<file path="src/rtl/gap_pkg.sv">
package gap_pkg;

    localparam int PORT_W          = 8;
    localparam int NARROW_FIXED    = 5;
    localparam int REG_ADDR_W      = 2;

    typedef enum logic [1:0] {
        PF_INPUT = 2'd0,
        PF_DATA  = 2'd1,
        PF_ADDR  = 2'd2
    } pin_fn_e;

    typedef enum logic [1:0] {
        MAP_PLAIN  = 2'd0,
        MAP_NARROW = 2'd1,
        MAP_WIDE   = 2'd2
    } port_map_e;

    typedef enum logic [1:0] {
        RA_DIR  = 2'd0,
        RA_DATA = 2'd1,
        RA_PIN  = 2'd2,
        RA_NONE = 2'd3
    } reg_addr_e;

    typedef struct packed {
        logic oe;
        logic val;
    } pin_drive_t;

    // Mode class: narrow expansion, wide expansion, or plain I/O fallback.
    function automatic port_map_e mode_class(logic [2:0] mode, logic exp);
        port_map_e m;
        case (mode)
            3'd1, 3'd2: m = MAP_NARROW;
            3'd4:       m = MAP_WIDE;
            3'd7:       m = exp ? MAP_WIDE : MAP_PLAIN;
            default:    m = MAP_PLAIN;
        endcase
        return m;
    endfunction

    // Priority: fixed address pin, then address-enable, then direction.
    function automatic pin_fn_e pin_select(port_map_e m, logic fixed_pin,
                                           logic aen, logic dir);
        pin_fn_e f;
        if (m == MAP_NARROW && fixed_pin)
            f = PF_ADDR;
        else if (m != MAP_PLAIN && aen)
            f = dir ? PF_ADDR : PF_INPUT;
        else
            f = dir ? PF_DATA : PF_INPUT;
        return f;
    endfunction

endpackage

</file>
<file path="src/rtl/gap_regs.sv">
module gap_regs
    import gap_pkg::*;
#(
    parameter int W = PORT_W
) (
    input  logic         clk,
    input  logic         rst,
    input  logic         wr_dir,
    input  logic         wr_data,
    input  logic [W-1:0] wdata,
    output logic [W-1:0] dir_q,
    output logic [W-1:0] data_q
);

    always_ff @(posedge clk) begin
        if (rst) begin
            dir_q  <= '0;
            data_q <= '0;
        end else begin
            if (wr_dir)
                dir_q <= wdata;
            if (wr_data)
                data_q <= wdata;
        end
    end

endmodule

</file>
<file path="src/rtl/gap_pin_func.sv">
module gap_pin_func
    import gap_pkg::*;
#(
    parameter int W     = PORT_W,
    parameter int FIXED = NARROW_FIXED
) (
    input  logic [2:0]          op_mode,
    input  logic                exp_en,
    input  logic [W-1:0]        addr_en,
    input  logic [W-1:0]        dir_q,
    output pin_fn_e [W-1:0]     fn_o
);

    port_map_e map_c;

    always_comb map_c = mode_class(op_mode, exp_en);

    for (genvar i = 0; i < W; i++) begin : g_pin
        localparam logic IS_FIXED = (i < FIXED);
        always_comb fn_o[i] = pin_select(map_c, IS_FIXED, addr_en[i], dir_q[i]);
    end

endmodule

</file>
<file path="src/rtl/gap_pin_drive.sv">
module gap_pin_drive
    import gap_pkg::*;
#(
    parameter int W = PORT_W
) (
    input  logic            clk,
    input  logic            rst,
    input  pin_fn_e [W-1:0] fn_i,
    input  logic [W-1:0]    data_q,
    input  logic [W-1:0]    addr_hi,
    input  logic [W-1:0]    pad_in,
    output logic [W-1:0]    pad_out,
    output logic [W-1:0]    pad_oe,
    output logic [W-1:0]    pin_rb
);

    logic [W-1:0] pad_smp_q;
    pin_drive_t   drv [W];

    always_ff @(posedge clk) begin
        if (rst)
            pad_smp_q <= '0;
        else
            pad_smp_q <= pad_in;
    end

    for (genvar i = 0; i < W; i++) begin : g_drv
        always_comb begin
            unique case (fn_i[i])
                PF_ADDR: drv[i] = '{oe: 1'b1, val: addr_hi[i]};
                PF_DATA: drv[i] = '{oe: 1'b1, val: data_q[i]};
                default: drv[i] = '{oe: 1'b0, val: 1'b0};
            endcase
        end
        assign pad_oe[i]  = drv[i].oe;
        assign pad_out[i] = drv[i].val;
        assign pin_rb[i]  = (fn_i[i] == PF_DATA) ? data_q[i] : pad_smp_q[i];
    end

endmodule

</file>
<file path="src/rtl/gpio_addr_port.sv">
module gpio_addr_port
    import gap_pkg::*;
#(
    parameter int W     = PORT_W,
    parameter int FIXED = NARROW_FIXED
) (
    input  logic                  clk,
    input  logic                  rst,
    input  logic                  bus_sel,
    input  logic                  bus_wr,
    input  logic [REG_ADDR_W-1:0] bus_addr,
    input  logic [W-1:0]          bus_wdata,
    output logic [W-1:0]          bus_rdata,
    input  logic [2:0]            op_mode,
    input  logic                  exp_en,
    input  logic [W-1:0]          addr_en,
    input  logic [W-1:0]          addr_hi,
    input  logic [W-1:0]          pad_in,
    output logic [W-1:0]          pad_out,
    output logic [W-1:0]          pad_oe
);

    reg_addr_e       ra;
    logic            wr_dir, wr_data, rd_en;
    logic [W-1:0]    dir_q, data_q, pin_rb;
    pin_fn_e [W-1:0] fn;

    assign ra      = reg_addr_e'(bus_addr);
    assign wr_dir  = bus_sel && bus_wr && (ra == RA_DIR);
    assign wr_data = bus_sel && bus_wr && (ra == RA_DATA);
    assign rd_en   = bus_sel && !bus_wr;

    gap_regs #(.W(W)) regs_i (
        .clk     (clk),
        .rst     (rst),
        .wr_dir  (wr_dir),
        .wr_data (wr_data),
        .wdata   (bus_wdata),
        .dir_q   (dir_q),
        .data_q  (data_q)
    );

    gap_pin_func #(.W(W), .FIXED(FIXED)) func_i (
        .op_mode (op_mode),
        .exp_en  (exp_en),
        .addr_en (addr_en),
        .dir_q   (dir_q),
        .fn_o    (fn)
    );

    gap_pin_drive #(.W(W)) drive_i (
        .clk     (clk),
        .rst     (rst),
        .fn_i    (fn),
        .data_q  (data_q),
        .addr_hi (addr_hi),
        .pad_in  (pad_in),
        .pad_out (pad_out),
        .pad_oe  (pad_oe),
        .pin_rb  (pin_rb)
    );

    // Direction register is write-only: it reads as zero.
    always_comb begin
        bus_rdata = '0;
        if (rd_en) begin
            unique case (ra)
                RA_DATA: bus_rdata = data_q;
                RA_PIN:  bus_rdata = pin_rb;
                default: bus_rdata = '0;
            endcase
        end
    end

endmodule

</file>
<file path="config.mk">
export PLATFORM = sky130hd
export DESIGN_NAME = gpio_addr_port
export DESIGN_NICKNAME = d
export VERILOG_FILES = /design/src/rtl/gap_pkg.sv /design/src/rtl/gap_regs.sv /design/src/rtl/gap_pin_func.sv /design/src/rtl/gap_pin_drive.sv /design/src/rtl/gpio_addr_port.sv
export SDC_FILE = /design/constraint.sdc
export NUM_CORES = 1
export LEC_CHECK = 0
export ABC_CLOCK_PERIOD_IN_PS = 2600
export BUFFER_PORTS_ARGS = -buffer_cell sky130_fd_sc_hd__buf_4
export CAP_MARGIN = 20
export CORE_AREA = 2 2 60 62
export CTS_BUF_LIST = sky130_fd_sc_hd__clkbuf_8
export CTS_CLUSTER_DIAMETER = 30
export DETAILED_ROUTE_END_ITERATION = 12
export DIE_AREA = 0 0 62 64
export PLACE_DENSITY = 0.79
export SLEW_MARGIN = 20
export SYNTH_ARGS = -nofsm -noshare
export SYNTH_HDL_FRONTEND = slang
export SYNTH_SLANG_ARGS = --single-unit
</file>
<file path="constraint.sdc">
create_clock -name clk -period 2.6 [get_ports clk]
set_clock_uncertainty 0.2 [all_clocks]
set_input_delay 0.13 -clock clk [delete_from_list [all_inputs] [get_ports clk]]
set_output_delay 0.13 -clock clk [all_outputs]
set_load 0.01 [all_outputs]
</file>
==> results of run 1 <==
[power by group through the flow]
| stage | clock (W) | sequential, W | combinational [W] |
|---|---|---|---|
| after floorplan | 0 | 0.000394 | 0.0000960 |
| after global placement | 0 | 0.000396 | 0.000187 |
| after detailed placement | 0 | 0.000396 | 0.000189 |
| after CTS | 0.000219 | 0.000387 | 0.000209 |
| after global routing | 0.000230 | 0.000389 | 0.000230 |
| final | 0.000212 | 0.000388 | 0.000210 |
[logic make-up after synthesis]
logic type / Yosys count / share of synthesized area, %
flip-flops: 24 / 30.94
AO/OA/AOI/OAI: 35 / 17.81
multiplexers: 16 / 10.31
XOR/XNOR: 2 / 1.128
AND/OR/NAND/NOR: 91 / 29.89
adder cells (fa/ha/maj): 5 / 4.029
buffers and inverters: 17 / 5.883
[sequential cells by signal (all words and copies together), names as in the netlist]
signal / count
regs_i.dir_q: 8
drive_i.pad_smp_q: 8
regs_i.data_q: 8
[per-layer routing]
layer / vias up / routed length, um
met5: - / 0
met4: 0 / 23
met3: 2 / 296
met2: 57 / 2079
met1: 768 / 1970
li1: 835 / -
[how the worst min path moves through the flow]
stage               depth (start not counted)              endpoint      start  slack, ps
floorplan                                   1  drive_i.pad_smp_q[0]        rst          2
global placement                            2  drive_i.pad_smp_q[4]  pad_in[4]        140
detailed placement                          2  drive_i.pad_smp_q[5]  pad_in[5]        140
CTS                                         2       regs_i.dir_q[1]        rst         10
global route                                2      regs_i.data_q[0]        rst         30
finish                                      2       regs_i.dir_q[1]        rst         10
[worst max-delay path, delay by kind of cell]
family | cells | cell delay (ps)
AO/OA/AOI/OAI | 4 | 820
adder cells (fa/ha/maj) | 1 | 220
buffers and inverters | 2 | 290
AND/OR/NAND/NOR | 3 | 330
[placed cells by master, fill, tap and decap left out, types with 5 or more instances in the layout]
| cell | count |
|---|---|
| nor2b_1 | 8 |
| buf_4 | 70 |
| ha_1 | 5 |
| mux2i_1 | 16 |
| dfxtp_1 | 24 |
| nand4_1 | 13 |
| nand3_1 | 7 |
| dlygate4sd3_1 | 16 |
| inv_1 | 5 |
| nor2_1 | 23 |
| nand2_1 | 20 |
| and3_1 | 6 |
[metrics by stage]
step	instance area, um^2	cells	hold slack (ps)	power, W
4_1_cts	2265	313	12.70	0.0008155
6_report	2265	313	13.16	0.0008091
3_5_place_dp	2063	294	144.1	0.0005855
2_1_floorplan	1553	190	1.611	0.0004900
5_1_grt	2265	313	25.59	0.0008494
3_3_place_gp	2063	294	139.3	0.0005830
[layout make-up]
type                       instances  area share [%]
clock buffer                       3           1.823
inverter                           5          0.8287
multi-input combinational        149           43.31
sequential                        24           21.22
tap                               46           2.541
timing repair buffer              86           30.28
==> metrics.cfg, run 1 <==
[yosys]
synth_edf_count = 0
synth_area_um2 = 1553
synth-seq-cells = 24
synth_area_leaders = dfxtp_1 31%, mux2i_1 10%, nor2_1 5.6%
synth.distinct_cells = 37
synth_area_leader_cell = dfxtp_1
async_reset_ff_share_pct = 0
synth_ff_type = dfxtp_1
synth_top_area_share_pct = 30.94
syn_nets = 237
syn_area_per_cell_um2 = 8.172
synthCells = 190
synth_commonest_cells = 24 x dfxtp_1, 23 x nor2_1, 20 x nand2_1, 16 x mux2i_1, 13 x nand4_1
seq_area_frac_synth_pct = 30.94
yosysMostFrequentCell = dfxtp_1
yosysWarnings = 0

[critical_path]
cp.required_ps = 2270
rrSetupSlack_ps = 1700
cp-startpoint = op_mode[1]
startpoint_type = input port
critical-path-max-stage-delay_ps = 280
critical_path_class = input port to output pin
r2r-start = regs_i.dir_q[6]
worstRegToRegCells = 2
cp-endpoint = bus_rdata[1]
critPathMaxFanout = 7
arrival_ps = 1800
endpoint_kind = output pin
critical_path.cell_chain = buf_4 > o21ai_0 > o22a_2 > nand2_1 > and3_1 > ha_1 > a21o_1 > a32oi_1 > nor2_1 > buf_4
crit_slowest_cell = o22a_2
r2r_end = regs_i.dir_q[6]
cpMostUsedCell = buf_4

[clock_network]
root_buffer = clkbuf_8
clk_path_buf_depth = 2
cts.sinks = 24
cts-resized-gates = 0
cts_tree = yes
cts_buffers = 3
cts_setup_buffers = 0
h-tree-depth = 1
cts.reportedPaths.clkPinSlew_ps = 80
ctsHoldBuffers = 16
clock_latency_ps = 260

[floorplan]
rows = 21
die_y_um = 64
die_x_um = 62
core_area_um2 = 3284
die_area_um2 = 3968
initial_core_util_pct = 47.28
boundaryPins = 66

[timing]
period_share_pct = 81.99
final-hold-violation-count = 0
worst_pin_slew_ps = 653.7
tns_ps = 0
setup_viol = 0
fin_crit_ps = 2132
max_freq_ghz = 0.4691
setup_slack_ps = 468.4
slew_violations = 0
slew-limit-headroom_pct = 56.42
rsz0062_at_grt = no

[grt]
grt_pass1_vias = 1631
grt_use_met3_pct = 4.251
grt_max_degree = 25
grt_use_met1_pct = 33.12
grt_util_met2_pct = 38.54
gr-max-usage-layer = met2
grt_pass1_wl_mm = 7.389
grt_usage_pct = 24.14
antenna_found_initial = 0
overflow = 0

[power_and_ir_drop]
p_per_area_nw_per_um2 = 357.3
clockPowerShare_pct = 26.2
power_leakage_nw = 1.083
vdd_drop_max_mv = 0.3486
cell_internal_pwr_w = 0.0005927
combPwrFrac_pct = 25.9
power.share.sequential_pct = 47.9
p_sw_w = 0.0002164
sw_frac_of_total_pct = 26.74

[cells_and_area]
final_util_pct = 68.95
multi_input_area_um2 = 980.9
layout-drive-gt1-share_pct = 30.34
syn2layout_area_growth_pct = 45.85
antenna_cells = 0
seq_area_um2 = 480.5
num-nets-final = 316
nFillCells = 267

[job]
drv_cap = 0

[route]
viasPerCell = 5.310
drtIter0Drc = 135
drt_first_pass_iters = 4
vias = 1662
drc_errors = 0
ant_nets = 0
wl_per_cell_um = 13.96
drt-total-wl_mm = 4.370

[run_status]
status = finished clean

[worst_hold_path]
hp-class = input port to flip-flop

[placed_design]
post-dp-hpwl_mm = 3.224
gp_congestion = 0.8634
port_buffers = 65
pre_cts_slack_ps = 481.0

Note: power is estimated with default switching activity, not from simulation.
==> run 2, diff against run 1 <==
--- a/config.mk
+++ b/config.mk
@@ -5,7 +5,7 @@
 export SDC_FILE = /design/constraint.sdc
 export NUM_CORES = 1
 export LEC_CHECK = 0
-export ABC_CLOCK_PERIOD_IN_PS = 2600
+export ABC_CLOCK_PERIOD_IN_PS = 2000
 export BUFFER_PORTS_ARGS = -buffer_cell sky130_fd_sc_hd__buf_4
 export CAP_MARGIN = 20
 export CORE_AREA = 2 2 60 62
==> constraint.sdc (replaced) <==
create_clock -name clk -period 2 [get_ports clk]
set_clock_uncertainty 0.2 [all_clocks]
set_input_delay 0.1 -clock clk [delete_from_list [all_inputs] [get_ports clk]]
set_output_delay 0.1 -clock clk [all_outputs]
set_load 0.01 [all_outputs]
==> metrics.cfg, run 2 (synthesis gave the netlist of run 1 again) <==
[timing]
setup_slack_ps = 112.5  ; -355.9 ps
setup_viol = 0  ; unchanged
worst_pin_slew_ps = 573.6  ; -80.14 ps
max_freq_ghz = 0.5298
fin_hold_ws_ps = 210.0  ; +196.8 ps
period_share_pct = 94.38
rsz0062_at_grt = yes
slew_violations = 0  ; unchanged
fin_crit_ps = 1888
slew-limit-headroom_pct = 61.65  ; +5.2 points
final-hold-violation-count = 0  ; unchanged

[clock_network]
cts.reportedPaths.clkPinSlew_ps = 80  ; about the same
h-tree-depth = 1  ; unchanged
cts_tree = yes
root_buffer = clkbuf_8
clock_latency_ps = 270  ; about the same
clk_path_buf_depth = 2  ; unchanged
cts.sinks = 24  ; unchanged
cts_buffers = 3  ; unchanged

[critical_path]
critical_path.cell_chain = buf_4 > xor2_2 > o22a_2 > a31oi_2 > inv_1 > ha_1 > a22oi_1 > nor2_1 > buf_4
r2r-start = regs_i.dir_q[6]
critical_path_class = input port to output pin
cpMostUsedCell = buf_4
arrival_ps = 1590  ; -210 ps
critical-path-max-stage-delay_ps = 280  ; about the same
critPathMaxFanout = 4  ; -3
crit_slowest_cell = o22a_2
cp-startpoint = op_mode[2]
endpoint_kind = output pin
cp.required_ps = 1700  ; -570 ps
startpoint_type = input port

[job]
drv_cap = 0  ; unchanged

[cells_and_area]
final_cell_mix = 74 x buf_4, 26 x dlygate4sd3_1, 24 x dfxtp_1, 23 x nor2_1, 19 x nand2_1
layout-drive-gt1-share_pct = 32.27  ; +1.9 points
stdcell_area_um2 = 2440  ; +7.7%
nFillCells = 252  ; -5.6%
seq_area_um2 = 480.5  ; unchanged
multi_input_area_um2 = 1012  ; +3.2%
syn2layout_area_growth_pct = 57.13
antenna_cells = 0  ; unchanged
final_common_cell = buf_4
num-nets-final = 330  ; +4.4%
reg.largest.list = drive_i.pad_smp_q (8), regs_i.data_q (8), regs_i.dir_q (8)
fin_cells = 328  ; +4.8%

[grt]
grt_usage_pct = 23.54  ; -0.60 points
overflow = 0  ; unchanged
grt_pass1_vias = 1645  ; +0.86%
grt_max_degree = 25  ; unchanged
antenna_found_initial = 0  ; unchanged
grt_pass1_wl_mm = 7.100  ; -3.9%

[route]
vias = 1764  ; +6.1%
drtIter0Drc = 137  ; +1.5%
viasPerCell = 5.378  ; +1.3%
ant_nets = 0  ; unchanged
wl_per_cell_um = 14.00  ; +0.27%
drc_errors = 0  ; unchanged
drt_first_pass_iters = 5  ; +1
drt-total-wl_mm = 4.592  ; +5.1%

[placed_design]
post-dp-hpwl_mm = 3.002  ; -6.9%
dp.cells = 297  ; +1.0%
place_area_um2 = 2086  ; +1.1%
gp_congestion = 0.8362  ; -3.2%
port_buffers = 65  ; unchanged
pre_cts_slack_ps = -32.51  ; -513.5 ps

[floorplan]
boundaryPins = 66  ; unchanged
core_area_um2 = 3284  ; unchanged
die_y_um = 64  ; unchanged
die_x_um = 62  ; unchanged
rows = 21  ; unchanged
die_area_um2 = 3968  ; unchanged
initial_core_util_pct = 47.28  ; unchanged

[power_and_ir_drop]
power_leakage_nw = 1.164  ; +7.6%
vdd_drop_max_mv = 0.3403  ; -2.4%
p_per_area_nw_per_um2 = 466.0  ; +30%
finalPower_w = 0.001137  ; +41%

[worst_hold_path]
hp-class = input port to flip-flop
hold_path.startpoint = bus_sel

[run_status]
status = finished clean

run 2: changes by cell type in the layout (fill, tap and decap cells not counted):
| cell | change |
|---|---|
| dlygate4sd3_1 | +10 |
| buf_4 | +4 |
| and3_1 | -1 |
| and3_4 | +1 |
| clkbuf_8 | +1 |
| ha_1 | -1 |
| ha_4 | +1 |
| nand2_1 | -1 |
| nand2_2 | +1 |
| o21ai_0 | -1 |
| o21ai_2 | +1 |
| xor2_1 | -1 |
| xor2_2 | +1 |
run 2: critical path: cells and delay by family:
| family | cells | cell delay [ps] |
|---|---|---|
| buffers and inverters | 3 | 360 |
| adder cells (fa/ha/maj) | 1 | 190 |
| AO/OA/AOI/OAI | 3 | 710 |
| AND/OR/NAND/NOR | 1 | 60 |
| XOR/XNOR | 1 | 170 |
run 2: final timing paths:
kind	end	slack, ps	depth (start not counted)
worst max-delay path	pad_out[1]	110	9
worst max register to register	regs_i.dir_q[6]	570	3
worst min-delay path	regs_i.dir_q[0]	210	5
worst min register to register	regs_i.data_q[1]	350	2
run 2: final cells by class:
type                            instances  area share (%)
Clock buffer                            4           2.256
Inverter                                5          0.7692
Multi-Input combinational cell        149           41.49
Sequential cell                        24           19.69
Tap cell                               46           2.359
Timing Repair Buffer                  100           33.44
run 2: timing repair:
action	CTS	global route
buffers inserted	0	1
hold buffers	26	0
pin swaps	0	6
cloned	0	0
endpoints found under the hold margin	24	0
setup endpoints to repair	1	1
gates resized for setup	1	6
run 2: per-layer routing:
layer | vias to the layer above | GRT usage (%) | share of wire (%)
met3 | 6 | 2.429 | 7.3
li1 | 863 | - | -
met1 | 817 | 31.96 | 44
met5 | - | 0 | 0
met2 | 78 | 38.67 | 48
met4 | 0 | 6.383 | 1.1
run 2: power by group:
part,internal [W],switching (W)
combinational,0.000162,0.000139
sequential,0.000493,0.0000111
clock,0.000176,0.000156
total,0.000831,0.000306
run 2: through the flow:
stage | setup TNS, ps | util (%)
after floorplan | 0 | -
after global placement | 0 | 63.50
after detailed placement | -32.51 | 63.50
after CTS | 0 | 73.10
after global routing | -4.855 | 74.29
final | 0 | 74.29
